## src/rtl/reset_pd_pkg.sv

```systemverilog
package reset_pd_pkg;
  localparam int DATA_W = 8;
  localparam int ADDR_W = 2;

  localparam logic [ADDR_W-1:0] ADDR_GLB   = 2'd0;
  localparam logic [ADDR_W-1:0] ADDR_PORT  = 2'd1;
  localparam logic [ADDR_W-1:0] ADDR_PDATA = 2'd2;

  typedef struct packed {
    logic [6:0] scratch;
    logic       rst;
  } glb_ctrl_t;

  typedef struct packed {
    logic [5:0] scratch;
    logic       pd;
    logic       rst;
  } port_ctrl_t;

  typedef enum logic [1:0] {
    PS_RUN  = 2'd0,
    PS_OFF  = 2'd1,
    PS_WAKE = 2'd2
  } pd_state_e;

  // reset synchronizer slots
  localparam int SYNC_POR  = 0;
  localparam int SYNC_GLB  = 1;
  localparam int SYNC_PORT = 2;
  localparam int SYNC_JTAG = 3;
  localparam int NUM_SYNC  = 4;
endpackage

```

## src/rtl/reset_pd_sync.sv

```systemverilog
module reset_pd_sync #(
  parameter int STAGES = 2
) (
  input  logic clk_i,
  input  logic arst_ni,
  output logic rst_no
);
  logic [STAGES-1:0] q;

  // assert async, release through STAGES flops
  always_ff @(posedge clk_i or negedge arst_ni) begin
    if (!arst_ni) q <= '0;
    else          q <= {q[STAGES-2:0], 1'b1};
  end

  assign rst_no = q[STAGES-1];
endmodule

```

## src/rtl/reset_pd_seq.sv

```systemverilog
module reset_pd_seq
  import reset_pd_pkg::*;
#(
  parameter int WAKE_CYC = 4
) (
  input  logic clk_i,
  input  logic rst_ni,
  input  logic pd_i,
  output logic clk_en_o,
  output logic hold_o
);
  localparam int CNT_W = $clog2(WAKE_CYC + 1);

  pd_state_e        st_q;
  logic [CNT_W-1:0] cnt_q;

  always_ff @(posedge clk_i or negedge rst_ni) begin
    if (!rst_ni) begin
      st_q  <= PS_RUN;
      cnt_q <= '0;
    end else begin
      case (st_q)
        PS_RUN:  if (pd_i) st_q <= PS_OFF;
        PS_OFF:  if (!pd_i) begin
                   st_q  <= PS_WAKE;
                   cnt_q <= '0;
                 end
        PS_WAKE: begin
          if (pd_i)                               st_q  <= PS_OFF;
          else if (cnt_q == CNT_W'(WAKE_CYC - 1)) st_q  <= PS_RUN;
          else                                    cnt_q <= cnt_q + 1'b1;
        end
        default: st_q <= PS_RUN;
      endcase
    end
  end

  // power-down takes effect combinationally; wake-up is sequenced
  assign clk_en_o = (st_q != PS_OFF) & ~pd_i;
  assign hold_o   = pd_i | (st_q != PS_RUN);
endmodule

```

## src/rtl/reset_pd_regs.sv

```systemverilog
module reset_pd_regs
  import reset_pd_pkg::*;
(
  input  logic              clk_i,
  input  logic              por_rst_ni,
  input  logic              glb_rst_ni,
  input  logic              port_rst_ni,
  input  logic              port_clk_en_i,
  input  logic [ADDR_W-1:0] addr_i,
  input  logic              we_i,
  input  logic [DATA_W-1:0] wdata_i,
  output logic [DATA_W-1:0] rdata_o,
  output glb_ctrl_t         glb_ctrl_o,
  output port_ctrl_t        port_ctrl_o
);
  logic              glb_bit_q;
  logic [6:0]        glb_scr_q;
  port_ctrl_t        port_ctrl_q;
  logic [DATA_W-1:0] pdata_q;

  logic wr_glb, wr_port, wr_pdata;
  assign wr_glb   = we_i && (addr_i == ADDR_GLB);
  assign wr_port  = we_i && (addr_i == ADDR_PORT);
  assign wr_pdata = we_i && (addr_i == ADDR_PDATA) && port_clk_en_i;

  // global reset bit: power-on only
  always_ff @(posedge clk_i or negedge por_rst_ni) begin
    if (!por_rst_ni)  glb_bit_q <= 1'b0;
    else if (wr_glb)  glb_bit_q <= wdata_i[0];
  end

  always_ff @(posedge clk_i or negedge glb_rst_ni) begin
    if (!glb_rst_ni) begin
      glb_scr_q   <= '0;
      port_ctrl_q <= '0;
    end else begin
      if (wr_glb)  glb_scr_q   <= wdata_i[7:1];
      if (wr_port) port_ctrl_q <= port_ctrl_t'(wdata_i);
    end
  end

  // stands in for port datapath flops
  always_ff @(posedge clk_i or negedge port_rst_ni) begin
    if (!port_rst_ni)  pdata_q <= '0;
    else if (wr_pdata) pdata_q <= wdata_i;
  end

  assign glb_ctrl_o  = '{scratch: glb_scr_q, rst: glb_bit_q};
  assign port_ctrl_o = port_ctrl_q;

  always_comb begin
    case (addr_i)
      ADDR_GLB:   rdata_o = glb_ctrl_o;
      ADDR_PORT:  rdata_o = port_ctrl_q;
      ADDR_PDATA: rdata_o = pdata_q;
      default:    rdata_o = '0;
    endcase
  end
endmodule

```

## src/rtl/reset_pd_ctrl.sv

```systemverilog
module reset_pd_ctrl
  import reset_pd_pkg::*;
#(
  parameter int SYNC_STAGES = 2,
  parameter int WAKE_CYC    = 4
) (
  input  logic              clk_i,
  input  logic              por_ni,
  input  logic              ext_rst_ni,
  input  logic              jtag_rst_ni,
  input  logic [ADDR_W-1:0] reg_addr_i,
  input  logic              reg_we_i,
  input  logic [DATA_W-1:0] reg_wdata_i,
  output logic [DATA_W-1:0] reg_rdata_o,
  output logic              glb_rst_no,
  output logic              port_rst_no,
  output logic              port_clk_en_o,
  output logic              jtag_rst_no
);
  glb_ctrl_t  glb_ctrl;
  port_ctrl_t port_ctrl;
  logic       pd_hold;
  logic       glb_req_n;
  logic [NUM_SYNC-1:0] req_n, rst_n;

  assign glb_req_n          = por_ni & ext_rst_ni & ~glb_ctrl.rst;
  assign req_n[SYNC_POR]    = por_ni;
  assign req_n[SYNC_GLB]    = glb_req_n;
  assign req_n[SYNC_PORT]   = rst_n[SYNC_GLB] & ~port_ctrl.rst & ~pd_hold;
  assign req_n[SYNC_JTAG]   = por_ni & jtag_rst_ni;

  for (genvar g = 0; g < NUM_SYNC; g++) begin : g_sync
    reset_pd_sync #(.STAGES(SYNC_STAGES)) u_sync (
      .clk_i  (clk_i),
      .arst_ni(req_n[g]),
      .rst_no (rst_n[g])
    );
  end

  reset_pd_seq #(.WAKE_CYC(WAKE_CYC)) u_seq (
    .clk_i   (clk_i),
    .rst_ni  (rst_n[SYNC_GLB]),
    .pd_i    (port_ctrl.pd),
    .clk_en_o(port_clk_en_o),
    .hold_o  (pd_hold)
  );

  reset_pd_regs u_regs (
    .clk_i        (clk_i),
    .por_rst_ni   (rst_n[SYNC_POR]),
    .glb_rst_ni   (rst_n[SYNC_GLB]),
    .port_rst_ni  (rst_n[SYNC_PORT]),
    .port_clk_en_i(port_clk_en_o),
    .addr_i       (reg_addr_i),
    .we_i         (reg_we_i),
    .wdata_i      (reg_wdata_i),
    .rdata_o      (reg_rdata_o),
    .glb_ctrl_o   (glb_ctrl),
    .port_ctrl_o  (port_ctrl)
  );

  assign glb_rst_no  = rst_n[SYNC_GLB];
  assign port_rst_no = rst_n[SYNC_PORT];
  assign jtag_rst_no = rst_n[SYNC_JTAG];
endmodule

```

## config.mk

```make
export PLATFORM = sky130hd
export DESIGN_NAME = reset_pd_ctrl
export DESIGN_NICKNAME = d
export VERILOG_FILES = /design/src/rtl/reset_pd_pkg.sv /design/src/rtl/reset_pd_sync.sv /design/src/rtl/reset_pd_seq.sv /design/src/rtl/reset_pd_regs.sv /design/src/rtl/reset_pd_ctrl.sv
export SDC_FILE = /design/constraint.sdc
export NUM_CORES = 1
export LEC_CHECK = 0
export BUFFER_PORTS_ARGS = -buffer_cell sky130_fd_sc_hd__buf_2
export CAP_MARGIN = 20
export CORE_UTILIZATION = 29
export CTS_CLUSTER_DIAMETER = 200
export DETAILED_ROUTE_END_ITERATION = 10
export PLACE_DENSITY = 0.53
export SYNTH_ARGS = -nofsm -noshare
export SYNTH_HDL_FRONTEND = slang
export SYNTH_SLANG_ARGS = --single-unit
```

## constraint.sdc

```tcl
create_clock -name clk_i -period 1.2 [get_ports clk_i]
set_input_delay 0 -clock clk_i [delete_from_list [all_inputs] [get_ports clk_i]]
set_output_delay 0 -clock clk_i [all_outputs]
set_load 0.02 [all_outputs]
```

# Word-level counts from Yosys, hierarchy flattened
# Cells that the tools add are included.
[totals]
inputBits = 15
ff_bits = 37
output_inout_bits = 12
word_cells = 55
[op_classes]
n_bitwise = 11
eq_ne = 11
reduce_logical = 10
mux = 10
add_sub_neg = 1
[ops]
columns = ["operator", "count"]
rows = [
  ["$pmux 8 s3", 1],
  ["$mux 3", 3],
  ["$mux 2", 4],
  ["$and 1x1->1", 6],
  ["$ne 2x2->1 const B", 3],
  ["$pmux 2 s3", 1],
  ["$pmux 3 s2", 1],
  ["$eq 2x1->1 const B", 2],
  ["$eq 2x2->1 const B", 2],
  ["$logic_and 1x1->1", 4],
  ["$logic_not 2->1", 2],
  ["$ne 2x1->1 const B", 2],
  ["$not 1->1", 4],
  ["$reduce_and 4->1", 1],
  ["$reduce_bool 2->1", 2],
  ["$add 3x1->3 const B", 1],
  ["$eq 3x2->1 const B", 1],
  ["$ne 3x1->1 const B", 1],
  ["$reduce_and 3->1", 1],
  ["$or 1x1->1", 1],
]

# Longest topological paths before layout
# Gate-level depths: netlist of the first run.
[depth]
depth_word = 4
mapped_depth = 5
depth_no_buf = 5

# By module
# From an unflattened synthesis of the first run, not the netlist that was laid out.
[unflattened]
cells_unflattened = 115
hier_area_um2 = 1646.6
[by_module_without_submodules]
columns = ["mod", "seq_area_each_um2", "cells_each", "area_each_um2", "n_inst"]
rows = [
  ["reset_pd_regs", 600.6, 72, 1112.3, 1],
  ["reset_pd_seq", 125.1, 28, 291.5, 1],
  ["reset_pd_sync", 50.0, 3, 53.8, 4],
  ["reset_pd_ctrl", 0.0, 3, 27.5, 1],
]

# Worst setup path after synthesis of the first run
# OpenSTA, ideal clock, no wires.
[synth_timing]
path_kind = "register to register"
from = "register u_seq.cnt_q[0]"
to = "register u_seq.cnt_q[0]"
path_stages_with_launch = 6
path_slack_ns = -0.216
setup_time_ns = 0.066
period_less_slack_ns = 1.416
path_buffers = 0
arrival_time_ns = 1.351
required_ns = 1.134
cell_sequence = "dfrtp_1 -> ha_1 -> ha_1 -> or3_1 -> o21ai_0 -> a22o_1"
[synth_via]
elab_chain_len = 4
word_cells_on_any_way = 7
cone_classes = "1 x add/sub; 2 x eq/ne; 3 x mux; 1 x reduce/logical"
[synth_rtl]
columns = ["element", "line", "text"]
rows = [
  ["start: declaration", "reset_pd_seq.sv:15", "logic [CNT_W-1:0] cnt_q;"],
  ["start signal: assignment", "reset_pd_seq.sv:31", "else cnt_q <= cnt_q + 1'b1;"],
  ["$add 3x1->3", "reset_pd_seq.sv:31", ""],
  ["$mux 3", "reset_pd_seq.sv:30", "else if (cnt_q == CNT_W'(WAKE_CYC - 1)) st_q <= PS_RUN;"],
  ["$mux 3", "reset_pd_seq.sv:29", "if (pd_i) st_q <= PS_OFF;"],
  ["$pmux 3 s2", "reset_pd_seq.sv:22", "case (st_q)"],
]
# Several ways; a longest one is shown, not always the timed one. The select of a mux whose other input is x is not followed.
# A chain may end at the register's enable or synchronous reset.

# Worst setup path in the final report of the first run
# Same ends and word-level chain as after synthesis.

==> results of run 1 <==
==> cell families after synthesis <==
family / after synthesis / share of synthesized area
and+or+nand+nor: 26 / 0.101
AOI/OAI and AO/OA: 17 / 0.0632
adders and majority gates: 2 / 0.0156
other: 1 / 0.00234
buffers and inverters: 6 / 0.0218
DFF: 37 / 0.577
muxes: 32 / 0.218
==> report_power, final <==
part / switching, mW / internal (mW) / leakage, nW
logic: 0.518 / 0.684 / 0.580
registers: 0.181 / 1.55 / 0.448
clock network: 0.419 / 0.677 / 0.0585
total: 1.12 / 2.91 / 1.09
==> registers in the layout (all words and copies together), names as in the netlist <==
register            flops
u_seq.cnt_q             3
u_regs.glb_scr_q        7
u_regs.pdata_q          8
g_sync.u_sync.q         8
u_regs.glb_bit_q        1
u_regs.port_ctrl_o      8
u_seq.st_q              2
==> worst max-delay path: cells and delay by family, from the launching register on <==
family / cells / cell delay [ns]
adder cells (fa/ha/maj): 2 / 0.35
AO/OA/AOI/OAI: 2 / 0.26
flip-flops: 1 / 0.39
AND/OR/NAND/NOR: 1 / 0.35
==> worst max-delay path by stage <==
stage	from	end	slack, ns	cells after the start
floorplan	u_seq.st_q[0]	u_regs.pdata_q[3]	-0.20	3
finish	u_seq.cnt_q[0]	u_seq.cnt_q[0]	-0.21	5
global route	u_seq.cnt_q[0]	u_seq.cnt_q[0]	-0.26	5
global placement	u_seq.cnt_q[0]	u_seq.cnt_q[2]	-0.17	5
CTS	u_seq.cnt_q[0]	u_seq.cnt_q[0]	-0.21	5
detailed placement	u_seq.cnt_q[0]	u_seq.cnt_q[2]	-0.23	5
==> cell usage in the layout (no fill, tap or decap), types with 2 or more instances in the layout <==
cell type / instances
buf_6: 2
nor2_1: 2
mux2i_1: 8
nand2_1: 12
mux2_2: 16
mux2_4: 8
inv_1: 2
o21ai_0: 7
conb_1: 4
buf_4: 21
dlygate4sd3_1: 11
o21ai_1: 2
clkbuf_8: 6
and2_1: 2
a22o_1: 2
buf_2: 24
ha_2: 2
nor2b_1: 2
dfrtp_1: 36
==> layer usage <==
layer  routed length, um  vias to the layer above  GRT usage
met5                   0                        -          0
met4                  36                        0     0.0462
met3                 168                        6     0.0311
met2                1840                       29      0.239
met1                1690                      571      0.178
li1                    -                      551          -
==> timing repair <==
| item | CTS | global route |
|---|---|---|
| setup endpoints to repair | 14 | 14 |
| resized for setup | 11 | 6 |
| hold buffers | 11 | 0 |
| pin swaps | 1 | 4 |
| hold endpoints to repair | 30 | 0 |
==> stage by stage <==
step / power [mW] / setup TNS [ns] / hold WS (ns) / instances
global placement: 2.73 / -1.01 / -0.204 / 238
global route: 4.27 / -1.54 / 0.0101 / 257
finish: 4.03 / -1.06 / 0.00564 / 257
detailed placement: 2.79 / -1.32 / -0.198 / 238
floorplan: 2.38 / -1.91 / -0.296 / 124
CTS: 4.04 / -1.47 / 0.00755 / 257
==> cell type report <==
class,count,area share
sequential,37,0.406
multi-input combinational,81,0.314
timing repair buffer,59,0.188
tap,70,0.0383
clock buffer,7,0.0378
clock inverter,1,0.0131
inverter,2,0.00328
==> impl_metrics.py, run 1 <==
metrics = {
    "run_status": {
        "status": "finished with violations",
        "violations": "negative setup slack",
    },
    "logic_synthesis": {
        "synth_seq_cells": 37,
        "synthCells": 121,
        "ys_seq_area_frac": 0.577,
        "ys.flop_type": "dfrtp_1",
        "yosysMostFrequentCell": "dfrtp_1",
        "synth.cell_area_um2": 1600,
        "synth_top_cell_by_area": "dfrtp_1",
        "synthDistinctLibCells": 28,
        "synthArstFlopShare": 1.00,
        "ys_top_cells_by_area": "dfrtp_1 (58%), mux2_2 (17%), mux2i_1 (5.0%)",
        "synth_edf_count": 0,
        "ys_warn_count": 0,
        "synth_top_cell_area_share": 0.577,
        "synth.top_cells.by_count": "dfrtp_1 (37), mux2_2 (24), nand2_1 (12), o21ai_0 (10), mux2i_1 (8)",
        "avgSynthCellArea_um2": 13.3,
    },
    "final_layout": {
        "finalNetCount": 203,
        "multi_input_area_um2": 717,
        "drive_above_1_share": 0.481,
        "regArea_um2": 927,
        "postLayoutCellArea_um2": 2290,
        "fillers": 520,
        "n_antenna_cell": 0,
        "syn_to_final_growth_pct": 42.5,
        "utilization": 0.439,
    },
    "route": {
        "post_drt_wl_per_cell_um": 14.5,
        "ant_nets": 0,
        "vias": 1157,
        "firstDrtPassIters": 4,
        "drt-initial-drc-count": 26,
        "totalWireLength_mm": 3.73,
        "viasPerCell": 4.50,
        "post-route-drc-count": 0,
    },
    "timing": {
        "finalSetupViolations": 12,
        "fin_skew_ns": 0.00515,
        "fin_crit_ns": 1.41,
        "hold_viol_final": 0,
        "fin_ws_ns": -0.209,
        "grt_setup_unrepaired": "yes",
        "finalMaxSlewViolations": 0,
        "finalCritPeriodShare": 1.17,
        "fmax_mhz": 710,
    },
    "floorplan": {
        "dieArea_um2": 5830,
        "fp-row-count": 26,
        "initial_core_util": 0.308,
        "die_w_um": 76.4,
        "io_pins": 27,
        "core-area_um2": 5200,
        "dieHeight_um": 76.4,
    },
    "placed_design": {
        "post-place-ws_ns": -0.226,
        "portBuffers": 26,
        "gp_congestion": 0.743,
        "dpl_cell_area_um2": 2000,
        "dp_hpwl_mm": 2.72,
    },
    "worst_setup_path": {
        "crit_chain": "ha_2 > ha_2 > or3_4 > o21ai_1 > a22o_1",
        "critPathLaunchType": "register",
        "r2r_end": "u_seq.cnt_q[0]",
        "reg2reg_slack_ns": -0.21,
        "critPathMaxStageDelay_ns": 0.39,
        "cp.required_ns": 1.42,
        "worstRegToRegCells": 5,
        "slowest_stage": "dfrtp_1",
        "critPathMaxFanout": 3,
        "crit_path_frequent_cell": "ha_2",
        "endpoint_kind": "register",
        "worstSetupPathType": "register to register",
        "r2r-start": "u_seq.cnt_q[0]",
        "worst_ep_arrival_time_ns": 1.63,
    },
    "flow_run": {
        "maxCapViolCount": 0,
    },
    "pwr": {
        "leakage_nw": 1.09,
        "pwr_density_cell_nw_per_um2": 1760,
        "vdd_ir_drop_max_v": 0.000761,
    },
    "cts": {
        "clkSlewWorstSetupHoldPaths_ns": 0.07,
        "numCtsBuffers": 5,
        "cts_sinks": 37,
        "cts_tree": "yes",
        "cts_max_level": 2,
        "cts_root_buf": "clkbuf_8",
        "post-cts-setup-buffers": 0,
        "clock_latency_ns": 0.28,
        "cts_buffer_depth": 2,
    },
    "hold_path": {
        "hp-class": "register to async pin",
    },
    "global_routing": {
        "first_global_vias": 1270,
        "track_usage": 0.141,
        "grt_max_degree": 14,
        "grt_first_pass_wirelength_mm": 6.30,
        "grt_overflow": 0,
        "antenna_found_initial": 0,
    },
}
Note: power is estimated with default switching activity, not from simulation.
==> run 2, diff against run 1 <==
SETUP_SLACK_MARGIN = 0.15   (was default)
==> run 2 against run 1 <==
Effect of this change: the run still ends with negative setup slack left; clock-buffer cell count did not move; register-to-register slack barely moved; clock skew fell by 0.00079 ns; sequential power barely moved; critical path type unchanged; critical endpoint unchanged.
==> impl_metrics.py, run 2 (synthesis results as in run 1) <==
metrics = {
    "run_status": {
        "status": "finished with violations",
        "violations": "negative setup slack",
    },
    "timing": {
        "fmax_mhz": 707,
        "fin_skew_ns": 0.00436,
        "hold_viol_final": 0,
        "grt_setup_unrepaired": "yes",
        "finalMaxSlewViolations": 0,
        "finalCritPeriodShare": 1.18,
        "fin_ws_ns": -0.214,
        "whs_ns": 0.0199,
        "fin_crit_ns": 1.41,
        "finalSetupViolations": 12,
    },
    "placed_design": {
        "portBuffers": 26,
        "gp_congestion": 0.780,
        "dpl_cell_area_um2": 1990,
        "place_inst": 239,
        "dp_hpwl_mm": 2.72,
    },
    "cts": {
        "numCtsBuffers": 5,
        "cts_max_level": 2,
        "clock_latency_ns": 0.28,
        "cts_buffer_depth": 2,
        "cts_tree": "yes",
        "cts_sinks": 37,
        "cts_root_buf": "clkbuf_8",
        "clkSlewWorstSetupHoldPaths_ns": 0.07,
    },
    "pwr": {
        "pwr_density_cell_nw_per_um2": 1710,
        "fin_total_pwr_mw": 4.01,
        "leakage_nw": 1.11,
        "vdd_ir_drop_max_v": 0.000785,
    },
    "final_layout": {
        "postLayoutCellArea_um2": 2340,
        "n_antenna_cell": 0,
        "syn_to_final_growth_pct": 45.8,
        "multi_input_area_um2": 727,
        "stdcell_count": 263,
        "finalNetCount": 210,
        "regArea_um2": 927,
        "mostFrequentLayoutCell": "dfrtp_1",
        "fillers": 507,
        "final_cell_mix": "dfrtp_1 (36), buf_4 (32), buf_2 (17)",
        "drive_above_1_share": 0.513,
    },
    "route": {
        "drt-initial-drc-count": 40,
        "viasPerCell": 4.52,
        "ant_nets": 0,
        "post-route-drc-count": 0,
        "vias": 1190,
        "firstDrtPassIters": 4,
        "totalWireLength_mm": 3.81,
        "post_drt_wl_per_cell_um": 14.5,
    },
    "hold_path": {
        "hp-class": "register to async pin",
    },
    "worst_setup_path": {
        "slowest_stage": "dfrtp_1",
        "reg2reg_slack_ns": -0.21,
        "crit_path_frequent_cell": "ha_2",
        "critPathMaxFanout": 3,
        "r2r-start": "u_seq.cnt_q[0]",
        "worst_ep_arrival_time_ns": 1.64,
        "cp.required_ns": 1.43,
        "endpoint_kind": "register",
        "critPathMaxStageDelay_ns": 0.40,
        "worstRegToRegCells": 5,
        "r2r_end": "u_seq.cnt_q[0]",
        "worstSetupPathType": "register to register",
        "critPathLaunchType": "register",
        "crit_chain": "ha_2 > ha_2 > or3_4 > o21ai_2 > a22o_1",
    },
    "global_routing": {
        "use_met1": 0.183,
        "grt_use_met3": 0.0491,
        "top_usage_layer": "met2",
        "track_usage": 0.145,
        "first_global_vias": 1255,
        "grt_max_degree": 14,
        "grt_first_pass_wirelength_mm": 6.27,
        "met2_usage": 0.229,
        "antenna_found_initial": 0,
        "grt_overflow": 0,
    },
    "floorplan": {
        "initial_core_util": 0.308,
        "io_pins": 27,
        "fp-row-count": 26,
        "dieArea_um2": 5830,
        "core-area_um2": 5200,
        "dieHeight_um": 76.4,
        "die_w_um": 76.4,
    },
    "flow_run": {
        "maxCapViolCount": 0,
    },
}
==> run 2: changes by cell type in the layout (fill, tap and decap cells not counted) <==
| cell | change |
|---|---|
| o21ai_2 | +2 |
| nand2_2 | +1 |
| o21ai_0 | -7 |
| buf_12 | -1 |
| nand2_1 | -1 |
| buf_4 | +11 |
| bufinv_16 | -1 |
| o21ai_1 | +5 |
| buf_6 | +4 |
| buf_2 | -7 |
==> run 2: repair_timing <==
item	in CTS	in global routing
hold buffers	11	0
buffers inserted	3	3
endpoints found under the setup margin	17	21
hold endpoints to repair	30	0
resized for setup	26	12
pin swaps	4	3
cloned	0	0
==> run 2: metal layers <==
| metal | share of wire | vias up |
|---|---|---|
| li1 | - | 565 |
| met1 | 0.44 | 593 |
| met2 | 0.50 | 26 |
| met3 | 0.040 | 6 |
| met4 | 0.013 | 0 |
| met5 | 0 | - |
==> run 2: how the worst max path moves through the flow <==
stage,depth (start not counted),to,start
2_1_floorplan,3,u_regs.pdata_q[3],u_seq.st_q[0]
3_3_place_gp,5,u_seq.cnt_q[2],u_seq.cnt_q[0]
3_5_place_dp,5,u_seq.cnt_q[2],u_seq.cnt_q[0]
4_1_cts,5,u_seq.cnt_q[0],u_seq.cnt_q[0]
5_1_grt,5,u_seq.cnt_q[1],u_seq.cnt_q[0]
6_report,5,u_seq.cnt_q[0],u_seq.cnt_q[0]
==> run 2: worst max-delay path, delay by kind of cell, from the launching register on <==
kind,cells,cell delay (ns)
flip-flops,1,0.40
adder cells (fa/ha/maj),2,0.35
AO/OA/AOI/OAI,2,0.25
AND/OR/NAND/NOR,1,0.36
==> run 2: through the flow <==
stage          TNS [ns]  setup WS, ns   util
3_3_place_gp     -0.964        -0.171  0.383
5_1_grt           -1.55        -0.264  0.449
2_1_floorplan     -1.91        -0.196      -
6_report         -0.984        -0.214  0.449
3_5_place_dp      -1.31        -0.271  0.383
4_1_cts           -1.46        -0.218  0.441
==> run 2: final cells by class <==
type	instances	area share
Tap cell	70	0.0375
Multi-Input combinational cell	81	0.311
Inverter	2	0.00321
Timing Repair Buffer	66	0.215
Clock buffer	7	0.0369
Sequential cell	37	0.396
==> run 2: power by group <==
group          switching [mW]  internal [mW]
Sequential              0.183           1.55
Combinational           0.566          0.841
Clock                   0.409          0.455
==> run 3, diff against run 2 <==
CAP_MARGIN = 30   (was 20)
clock period = 1.7 ns   (was 1.2 ns; I/O delays follow)
==> run 3 against run 2 <==
Effect of this change: the flow now finishes without violations; setup slack improved by 0.40 ns; fmax decreased by 6.6%; via count down 8.5%; wire length fell by 8.8%; hold slack worse by 0.013 ns; final cell count shrank 8.0%; clock-buffer cell count fell by 2; critical path type unchanged; critical endpoint is now u_seq.cnt_q[1]; largest power group unchanged.
==> impl_metrics.py, run 3 (synthesis results as in run 1) <==
metrics = {
    "worst_setup_path": {
        "critPathMaxFanout": 4,
        "crit_chain": "ha_2 > ha_1 > or3_4 > o21ai_0 > a21o_1",
        "slowest_stage": "dfrtp_1",
        "endpoint_kind": "register",
        "worst_ep_arrival_time_ns": 1.74,
        "critPathBufInv": 0,
        "critPathLaunchType": "register",
        "worstSetupPathType": "register to register",
        "critPathMaxStageDelay_ns": 0.42,
        "cp.required_ns": 1.93,
        "critPathTopFamily": "flip-flops",
    },
    "final_layout": {
        "stdcell_count": 242,
        "fillers": 538,
        "postLayoutCellArea_um2": 2070,
        "syn_to_final_growth_pct": 29.1,
        "final_cell_mix": "dfrtp_1 (37), buf_2 (26), mux2_2 (24)",
        "mostFrequentLayoutCell": "dfrtp_1",
        "utilization": 0.398,
        "n_antenna_cell": 0,
        "drive_above_1_share": 0.419,
        "finalNetCount": 190,
    },
    "global_routing": {
        "grt_max_degree": 14,
        "antenna_found_initial": 0,
        "grt_first_pass_wirelength_mm": 5.87,
        "met2_usage": 0.237,
        "grt_use_met3": 0.0455,
        "top_usage_layer": "met2",
        "use_met1": 0.148,
        "track_usage": 0.134,
        "first_global_vias": 1241,
        "grt_overflow": 0,
    },
    "timing": {
        "fin_ws_ns": 0.186,
        "finalMaxSlewViolations": 0,
        "tightest_slew_ns": 0.521,
        "fmax_mhz": 661,
        "worst_slew_margin_rel": 0.652,
        "grt_setup_unrepaired": "no",
        "fin_skew_ns": 0.00366,
        "hold_viol_final": 0,
        "tns_ns": 0,
        "fin_crit_ns": 1.51,
        "finalSetupViolations": 0,
        "finalCritPeriodShare": 0.890,
    },
    "floorplan": {
        "io_pins": 27,
        "fp-row-count": 26,
        "die_w_um": 76.4,
        "core-area_um2": 5200,
        "dieArea_um2": 5830,
        "dieHeight_um": 76.4,
        "initial_core_util": 0.308,
    },
    "route": {
        "firstDrtPassIters": 4,
        "post_drt_wl_per_cell_um": 14.4,
        "vias": 1089,
        "ant_nets": 0,
        "viasPerCell": 4.50,
        "drt-initial-drc-count": 22,
        "totalWireLength_mm": 3.47,
        "post-route-drc-count": 0,
    },
    "pwr": {
        "pwr_density_cell_nw_per_um2": 1190,
        "vdd_ir_drop_max_v": 0.000513,
        "leakage_nw": 0.968,
    },
    "placed_design": {
        "post-place-ws_ns": 0.161,
        "dp_hpwl_mm": 2.43,
        "place_inst": 223,
        "dpl_cell_area_um2": 1860,
        "gp_congestion": 0.705,
        "portBuffers": 26,
    },
    "cts": {
        "clkSlewWorstSetupHoldPaths_ns": 0.07,
        "cts_root_buf": "clkbuf_8",
        "clock_latency_ns": 0.29,
        "cts_tree": "yes",
        "cts_sinks": 37,
        "numCtsBuffers": 5,
        "cts_buffer_depth": 2,
        "cts_max_level": 2,
    },
    "flow_run": {
        "maxCapViolCount": 0,
    },
    "hold_path": {
        "hp-class": "register to async pin",
    },
    "run_status": {
        "status": "complete, no violations",
    },
}
## run 3: final cells by class
type	count	area, um2	share of cell area
multi-input cells	81	668	0.323
repair buffers	46	308	0.149
flip-flops and latches	37	926	0.447
clock buffers	5	68.8	0.0332
inverters	2	7.51	0.00363
well taps	70	87.6	0.0423
clock inverters	1	5.00	0.00242
## run 3: worst paths after layout
check | startpoint | endpoint | slack (ns) | cells after the start
max | u_seq.cnt_q[0] | u_seq.cnt_q[1] | 0.19 | 5
min | g_sync[0].u_sync.q[1] | u_regs.glb_bit_q | 0.007 | 0
max reg2reg | u_seq.cnt_q[0] | u_seq.cnt_q[1] | 0.19 | 5
min reg2reg | g_sync[0].u_sync.q[1] | u_regs.glb_bit_q | 0.007 | 0
max in group asynchronous | u_seq.st_q[0] | g_sync[2].u_sync.q[0] | 0.95 | 3
min in group clk_i | reg_we_i | u_regs.pdata_q[7] | 0.26 | 4
## run 3: what timing repair did
| action | CTS | global route |
|---|---|---|
| pin swaps | 0 | 2 |
| setup endpoints to repair | 1 | 11 |
| hold buffers | 11 | 0 |
| endpoints found under the hold margin | 29 | 0 |
| buffers inserted | 0 | 2 |
| resized for setup | 1 | 3 |
## run 3: power by group
group          switching [mW]  total (mW)  internal (mW)  leakage (nW)
clock network           0.281       0.550          0.269        0.0399
logic                   0.330       0.692          0.362         0.480
registers               0.121        1.22           1.09         0.449
total                   0.732        2.46           1.72         0.968
## run 3: per-layer routing
layer  up-vias  part of all wire  wire length (um)
li1        522                 -                 -
met1       544              0.41              1430
met2        17              0.53              1840
met3         6             0.042               147
met4         0             0.015                52
met5         -                 0                 0
## run 3: through the flow
step / hold WS (ns) / power (mW)
floorplan: -0.296 / 1.65
global placement: -0.203 / 1.82
detailed placement: -0.198 / 1.87
CTS: 0.00714 / 2.45
global route: 0.0173 / 2.62
finish: 0.00728 / 2.46
